### config.mk
export PLATFORM = sky130hd
export DESIGN_NAME = ecc_inject_ctrl
export DESIGN_NICKNAME = d
export VERILOG_FILES = /design/src/rtl/ecc_inj_pkg.sv /design/src/rtl/ecc_inj_regs.sv /design/src/rtl/ecc_inj_classify.sv /design/src/rtl/ecc_inject_ctrl.sv
export SDC_FILE = /design/constraint.sdc
export NUM_CORES = 1
export LEC_CHECK = 0
export BUFFER_PORTS_ARGS = -buffer_cell sky130_fd_sc_hd__buf_2
export CAP_MARGIN = 20
export CORE_MARGIN = 2
export CORE_UTILIZATION = 39
export DETAILED_ROUTE_END_ITERATION = 7
export PLACE_DENSITY = 0.87
export SYNTH_ARGS = -nofsm -noshare
export SYNTH_HDL_FRONTEND = slang
export SYNTH_SLANG_ARGS = --single-unit
### constraint.sdc
create_clock -name clk_i -period 1.78 [get_ports clk_i]
set_input_delay 0.089 -clock clk_i [delete_from_list [all_inputs] [get_ports clk_i]]
set_output_delay 0.089 -clock clk_i [all_outputs]
set_load 0.05 [all_outputs]
### src/rtl/ecc_inj_pkg.sv
package ecc_inj_pkg;
  localparam int MASK_W = 32;
  localparam int PAIR_W = 16;
  localparam int ADDR_W = 8;
  localparam int CTRL_W = 5;
  localparam logic [ADDR_W-1:0] OFF_MASK = 8'hF8;
  localparam logic [ADDR_W-1:0] OFF_CTRL = 8'hFC;

  typedef struct packed {
    logic       par_arm;
    logic       ecc_arm;
    logic [1:0] half_sel;
    logic       repeat_en;
  } ctrl_t;
endpackage

### src/rtl/ecc_inj_regs.sv
module ecc_inj_regs
  import ecc_inj_pkg::*;
(
  input  logic              clk_i,
  input  logic              rst_ni,
  input  logic              wr_en_i,
  input  logic [ADDR_W-1:0] addr_i,
  input  logic [MASK_W-1:0] wdata_i,
  output logic [MASK_W-1:0] rdata_o,
  output logic [MASK_W-1:0] mask_o,
  output ctrl_t             ctrl_o,
  output logic [1:0]        done_o,
  input  logic              ecc_fire_i,
  input  logic              fire_upper_i,
  input  logic              par_fire_i
);
  ctrl_t      ctrl_q;
  logic [1:0] done_q;
  logic [MASK_W-1:0] mask_q;
  logic       wr_mask, wr_ctrl;
  logic [1:0] hit_bit, done_nxt;

  assign wr_mask  = wr_en_i && (addr_i == OFF_MASK);
  assign wr_ctrl  = wr_en_i && (addr_i == OFF_CTRL);
  assign hit_bit  = fire_upper_i ? 2'b10 : 2'b01;
  assign done_nxt = done_q | hit_bit;

  always_ff @(posedge clk_i or negedge rst_ni) begin
    if (!rst_ni) mask_q <= '0;
    else if (wr_mask) mask_q <= wdata_i;
  end

  always_ff @(posedge clk_i or negedge rst_ni) begin
    if (!rst_ni) begin
      ctrl_q <= '0;
      done_q <= '0;
    end else if (wr_ctrl) begin
      // software write beats any self-clear
      ctrl_q <= ctrl_t'(wdata_i[CTRL_W-1:0]);
      done_q <= '0;
    end else begin
      if (par_fire_i && !ctrl_q.repeat_en) ctrl_q.par_arm <= 1'b0;
      if (ecc_fire_i && !ctrl_q.repeat_en) begin
        if ((done_nxt & ctrl_q.half_sel) == ctrl_q.half_sel) begin
          ctrl_q.ecc_arm <= 1'b0;
          done_q         <= '0;
        end else begin
          done_q <= done_nxt;
        end
      end
    end
  end

  always_comb begin
    unique case (addr_i)
      OFF_MASK: rdata_o = mask_q;
      OFF_CTRL: rdata_o = {{(MASK_W-CTRL_W){1'b0}}, ctrl_q};
      default:  rdata_o = '0;
    endcase
  end

  assign mask_o = mask_q;
  assign ctrl_o = ctrl_q;
  assign done_o = done_q;

  AST_ONESHOT_CLEAR: assert property (@(posedge clk_i) disable iff (!rst_ni)
    (ecc_fire_i && !ctrl_q.repeat_en && !wr_ctrl && ctrl_q.half_sel != 2'b11) |=> !ctrl_q.ecc_arm);
  AST_FULL_HOLDS: assert property (@(posedge clk_i) disable iff (!rst_ni)
    (ecc_fire_i && !ctrl_q.repeat_en && !wr_ctrl && ctrl_q.half_sel == 2'b11 && done_q == 2'b00) |=> ctrl_q.ecc_arm);
  AST_REPEAT_KEEP: assert property (@(posedge clk_i) disable iff (!rst_ni)
    (ctrl_q.ecc_arm && ctrl_q.repeat_en && !wr_ctrl) |=> ctrl_q.ecc_arm);
  AST_PAR_CLEAR: assert property (@(posedge clk_i) disable iff (!rst_ni)
    (par_fire_i && !ctrl_q.repeat_en && !wr_ctrl) |=> !ctrl_q.par_arm);
  AST_WRITE_WINS: assert property (@(posedge clk_i) disable iff (!rst_ni)
    wr_ctrl |=> (ctrl_q == ctrl_t'($past(wdata_i[CTRL_W-1:0]))));
endmodule

### src/rtl/ecc_inj_classify.sv
module ecc_inj_classify
  import ecc_inj_pkg::*;
(
  input  logic              clk_i,
  input  logic              rst_ni,
  input  logic [MASK_W-1:0] mask_i,
  output logic              uncorr_o
);
  localparam int NPAIR = MASK_W / PAIR_W;
  logic [NPAIR-1:0] pair_nz;

  for (genvar p = 0; p < NPAIR; p++) begin : g_pair
    assign pair_nz[p] = |mask_i[p*PAIR_W +: PAIR_W];
  end

  // more than one symbol pair touched: beyond correction
  assign uncorr_o = ($countones(pair_nz) > 1);

  AST_UNCORR_MULTI: assert property (@(posedge clk_i) disable iff (!rst_ni)
    uncorr_o |-> ($countones(mask_i) > 1));
endmodule

### src/rtl/ecc_inject_ctrl.sv
module ecc_inject_ctrl
  import ecc_inj_pkg::*;
(
  input  logic              clk_i,
  input  logic              rst_ni,
  input  logic              reg_we_i,
  input  logic [ADDR_W-1:0] reg_addr_i,
  input  logic [MASK_W-1:0] reg_wdata_i,
  output logic [MASK_W-1:0] reg_rdata_o,
  input  logic              beat_valid_i,
  input  logic              beat_upper_i,
  input  logic              beat_match_i,
  input  logic [MASK_W-1:0] beat_ecc_i,
  output logic [MASK_W-1:0] ecc_o,
  output logic              ecc_flipped_o,
  output logic              uncorr_o,
  output logic              parity_corrupt_o
);
  logic [MASK_W-1:0] mask;
  ctrl_t             ctrl;
  logic [1:0]        done;
  logic              half_sel, half_open, qual, ecc_fire, par_fire, mask_uncorr;

  ecc_inj_regs u_regs (
    .clk_i, .rst_ni,
    .wr_en_i     (reg_we_i),
    .addr_i      (reg_addr_i),
    .wdata_i     (reg_wdata_i),
    .rdata_o     (reg_rdata_o),
    .mask_o      (mask),
    .ctrl_o      (ctrl),
    .done_o      (done),
    .ecc_fire_i  (ecc_fire),
    .fire_upper_i(beat_upper_i),
    .par_fire_i  (par_fire)
  );

  ecc_inj_classify u_cls (
    .clk_i, .rst_ni,
    .mask_i  (mask),
    .uncorr_o(mask_uncorr)
  );

  assign qual      = beat_valid_i && beat_match_i;
  assign half_sel  = beat_upper_i ? ctrl.half_sel[1] : ctrl.half_sel[0];
  // in one-shot full mode a finished half is not hit again
  assign half_open = ctrl.repeat_en || !done[beat_upper_i];
  assign ecc_fire  = qual && ctrl.ecc_arm && half_sel && half_open;
  assign par_fire  = qual && ctrl.par_arm;

  assign ecc_o            = ecc_fire ? (beat_ecc_i ^ mask) : beat_ecc_i;
  assign ecc_flipped_o    = ecc_fire;
  assign uncorr_o         = ecc_fire && mask_uncorr;
  assign parity_corrupt_o = par_fire;

  AST_NO_ARM_NO_FLIP: assert property (@(posedge clk_i) disable iff (!rst_ni)
    ecc_flipped_o |-> (ctrl.ecc_arm && beat_match_i && beat_valid_i));
  AST_SEL_NONE_PASS: assert property (@(posedge clk_i) disable iff (!rst_ni)
    (ctrl.half_sel == 2'b00) |-> (!ecc_flipped_o && ecc_o == beat_ecc_i));
  AST_PASS_CLEAN: assert property (@(posedge clk_i) disable iff (!rst_ni)
    !ecc_flipped_o |-> (ecc_o == beat_ecc_i && !uncorr_o));
  AST_PAR_QUAL: assert property (@(posedge clk_i) disable iff (!rst_ni)
    parity_corrupt_o |-> (beat_valid_i && beat_match_i));
endmodule

==> impl_metrics.csv <==
group,metric,value,unit
status,status,"finished, violations left",
status,violations,"setup timing",
die,core_area,5890,sq um
synthesis,yosysSeqAreaShare,0.416,
pwr,p_leak,2.58,nW
global_routing,met2_usage,0.475,
clock_network,cts_root_buffer,"clkbuf_8",
timing,worst_slack,-0.393,ns
global_routing,grt-ovfl-total,0,
die,ios,145,
pwr,powerDensity,483,nW/um^2
synthesis,syn_nets,299,
routing,routed_wl,7820,microns
timing,finalCritPeriodShare,1.22,
timing,hold_violations,0,
pwr,max-vdd-ir-drop,0.000350,V
pwr,p_comb_frac,0.289,
job,cap_violations,0,
pwr,switching_power,0.000699,W
setup_path,crit_type,"register to output port",
layout,final_common_cell,"buf_2",
routing,drt-vias-per-instance,4.99,
global_routing,antenna_found_initial,0,
die,fp.dieH,81.6,microns
routing,drt-initial-drc-count,117,
layout,drive_gt1_frac,0.721,
setup_path,ff2ff_path_depth,7,
placed_design,dpl.hpwl,5370,microns
min_path,hold_end,"u_regs.ctrl_o[0]$_DFFE_PN0N_",
clock_network,clkTransAtPathRegs,0.08,ns
routing,drtPass1Iterations,4,
layout,final_core_util,0.777,
placed_design,routabilityCongestion,0.777,
clock_network,cts-htree-levels,2,
setup_path,regToRegEndpoint,"u_regs.ctrl_o[3]$_DFFE_PN0P_",
synthesis,synth.avg_cell_area,10.6,sq um
setup_path,end_kind,"output port",
routing,vias,2320,
min_path,min_from,"reg_wdata_i[0]",
placed_design,portBuffers,144,
die,core.rowCount,28,
synthesis,synth-main-ff-cell,"dfrtp_1",
die,die_area,6660,sq um
clock_network,clockBufferDepth,2,
pwr,swShare,0.317,
global_routing,grt_use_met3,0.0231,
timing,finalSetupTns,-12.13,ns
setup_path,start_kind,"register",
global_routing,grt_max_degree,35,
timing,fin_skew,0.00169,ns
timing,setup-violations-final,37,
timing,slew_headroom,0.489,
clock_network,clk_latency,0.28,ns
clock_network,cts_buffers,5,
synthesis,syn_inst,221,
setup_path,arrival,2.08,ns
timing,period_minus_slack,2.17,ns
synthesis,synth_cell_type_count,32,
min_path,min_path_cells,3,
synthesis,yosysWarningCount,0,
synthesis,postSynth.asyncResetShare,1.00,
timing,fmax,460,MHz
synthesis,syn_area,2350,sq um
synthesis,synth_edf_count,0,
pwr,p_seq_frac,0.449,
global_routing,grt_use_met1,0.275,
timing,rsz0062_at_grt,"yes",
die,die_w,81.6,microns
pwr,pwr-share-clk,0.263,
layout,nNetsFinal,467,
global_routing,first_global_vias,2442,
routing,postRouteAntennaNets,0,
clock_network,cts_tree,"yes",
synthesis,synth_seq_cells,39,
routing,routedWlPerCell,16.8,microns
layout,mostFrequentLayoutCells,"buf_2, dfrtp_1, buf_6, mux2_2, xnor2_4",
routing,remaining_drc_errors,0,
placed_design,dp_slack,-0.273,ns
setup_path,reg2reg_from,"u_regs.done_o[0]$_DFFE_PN0P_",
layout,area_delta_synth_final,94.8,%
setup_path,r2r_slack,-0.11,ns
setup_path,worstPathRequired,1.69,ns
global_routing,grt_pass1_wl,11900,microns
clock_network,cts.sinks,39,
timing,slew_violations,0,
min_path,hold_path.class,"input pin to register",
layout,n_antenna_cell,0,
global_routing,grt_busiest_layer,"met2",
die,initial_core_util,0.399,
setup_path,path_max_fanout,6,
global_routing,grt_usage,0.239,
timing,tightest_slew,0.766,ns
pwr,intPower,0.00151,W
==> through the flow <==
step / power, W / cell area, sq um / hold slack, ns / cells
after CTS: 0.00221 / 4600 / 0.0301 / 468
after global routing: 0.00229 / 4580 / 0.0247 / 465
after global placement: 0.00154 / 3990 / 0.196 / 448
after floorplan: 0.00132 / 3060 / -0.207 / 221
after detailed placement: 0.00155 / 3990 / 0.207 / 448
final: 0.00221 / 4580 / 0.0304 / 465
==> logic make-up after synthesis <==
family	Yosys count	synth area share
AOI/OAI and AO/OA	13	0.0474
DFF	39	0.416
muxes	36	0.174
xor gates and xnor gates	32	0.123
and+or+nand+nor	87	0.204
buffers and inverters	14	0.0368
==> power groups by stage <==
stage | Sequential, W | Clock [W] | Combinational, W
2_1_floorplan | 0.000984 | 0 | 0.000335
3_3_place_gp | 0.000993 | 0 | 0.000546
3_5_place_dp | 0.000997 | 0 | 0.000556
4_1_cts | 0.000986 | 0.000582 | 0.000639
5_1_grt | 0.000998 | 0.000625 | 0.000672
6_report | 0.000991 | 0.000580 | 0.000638
==> flip-flops by register name, indices dropped and copies added, names as in the netlist <==
signal,count
u_regs.ctrl_o,5
u_regs.mask_o,32
u_regs.done_o,2
==> synthesized netlist by cell type (2+ instances only) <==
cell type / instances / area share
and2_1: 29 / 0.077
mux2_2: 33 / 0.16
nor4_1: 8 / 0.021
a31oi_1: 2 / 0.0053
nand4_1: 2 / 0.0053
nand2_1: 33 / 0.053
nand2_2: 3 / 0.0080
buf_6: 3 / 0.014
inv_1: 3 / 0.0048
a22o_1: 5 / 0.019
clkbuf_1: 5 / 0.0080
xnor2_1: 31 / 0.12
o21ai_0: 3 / 0.0064
dfrtp_1: 39 / 0.42
buf_4: 3 / 0.0096
and3_1: 2 / 0.0053
and3_2: 2 / 0.0064
==> metal layers <==
metal,wire length (microns),vias to the layer above,share of wire
met1,2970,1144,0.38
met5,0,-,0
met4,76,0,0.0097
met2,4450,81,0.57
met3,326,6,0.042
li1,-,1089,-
==> critical path, cell delays in order (launching register included) <==
cell	delay, ns
dfrtp_1	0.39
mux2_4	0.28
a2111oi_4	0.30
buf_6	0.21
clkbuf_16	0.17
buf_6	0.09
nand2_4	0.05
xnor2_4	0.14
buf_6	0.17
==> cell type report <==
| cell class | count | area, sq um |
|---|---|---|
| multi-input combinational | 168 | 2160 |
| fill | 376 | 1310 |
| timing repair buffer | 172 | 1250 |
| sequential | 39 | 976 |
| tap | 75 | 93.8 |
| clock buffer | 7 | 76.3 |
| inverter | 3 | 11.3 |
| clock inverter | 1 | 5.00 |
==> timing repair <==
action / in CTS / in global routing
hold buffers: 1 / 0
endpoints found under the setup margin: 35 / 37
buffers inserted: 7 / 0
pin swaps: 4 / 14
gates cloned: 4 / 1
resized for setup: 102 / 10
endpoints found under the hold margin: 33 / 0
==> worst max path at each step <==
stage / start / endpoint / slack (ns) / cells after the start
after global placement: u_regs.done_o[0]$_DFFE_PN0P_ / ecc_o[16] / -0.22 / 7
final: u_regs.done_o[0]$_DFFE_PN0P_ / ecc_o[15] / -0.39 / 8
after detailed placement: u_regs.done_o[0]$_DFFE_PN0P_ / ecc_o[7] / -0.27 / 7
after floorplan: u_regs.done_o[0]$_DFFE_PN0P_ / ecc_o[24] / -0.26 / 5
after global routing: u_regs.done_o[0]$_DFFE_PN0P_ / ecc_o[7] / -0.47 / 8
after CTS: u_regs.done_o[0]$_DFFE_PN0P_ / ecc_o[12] / -0.49 / 8
Note: power is estimated with default switching activity, not from simulation.
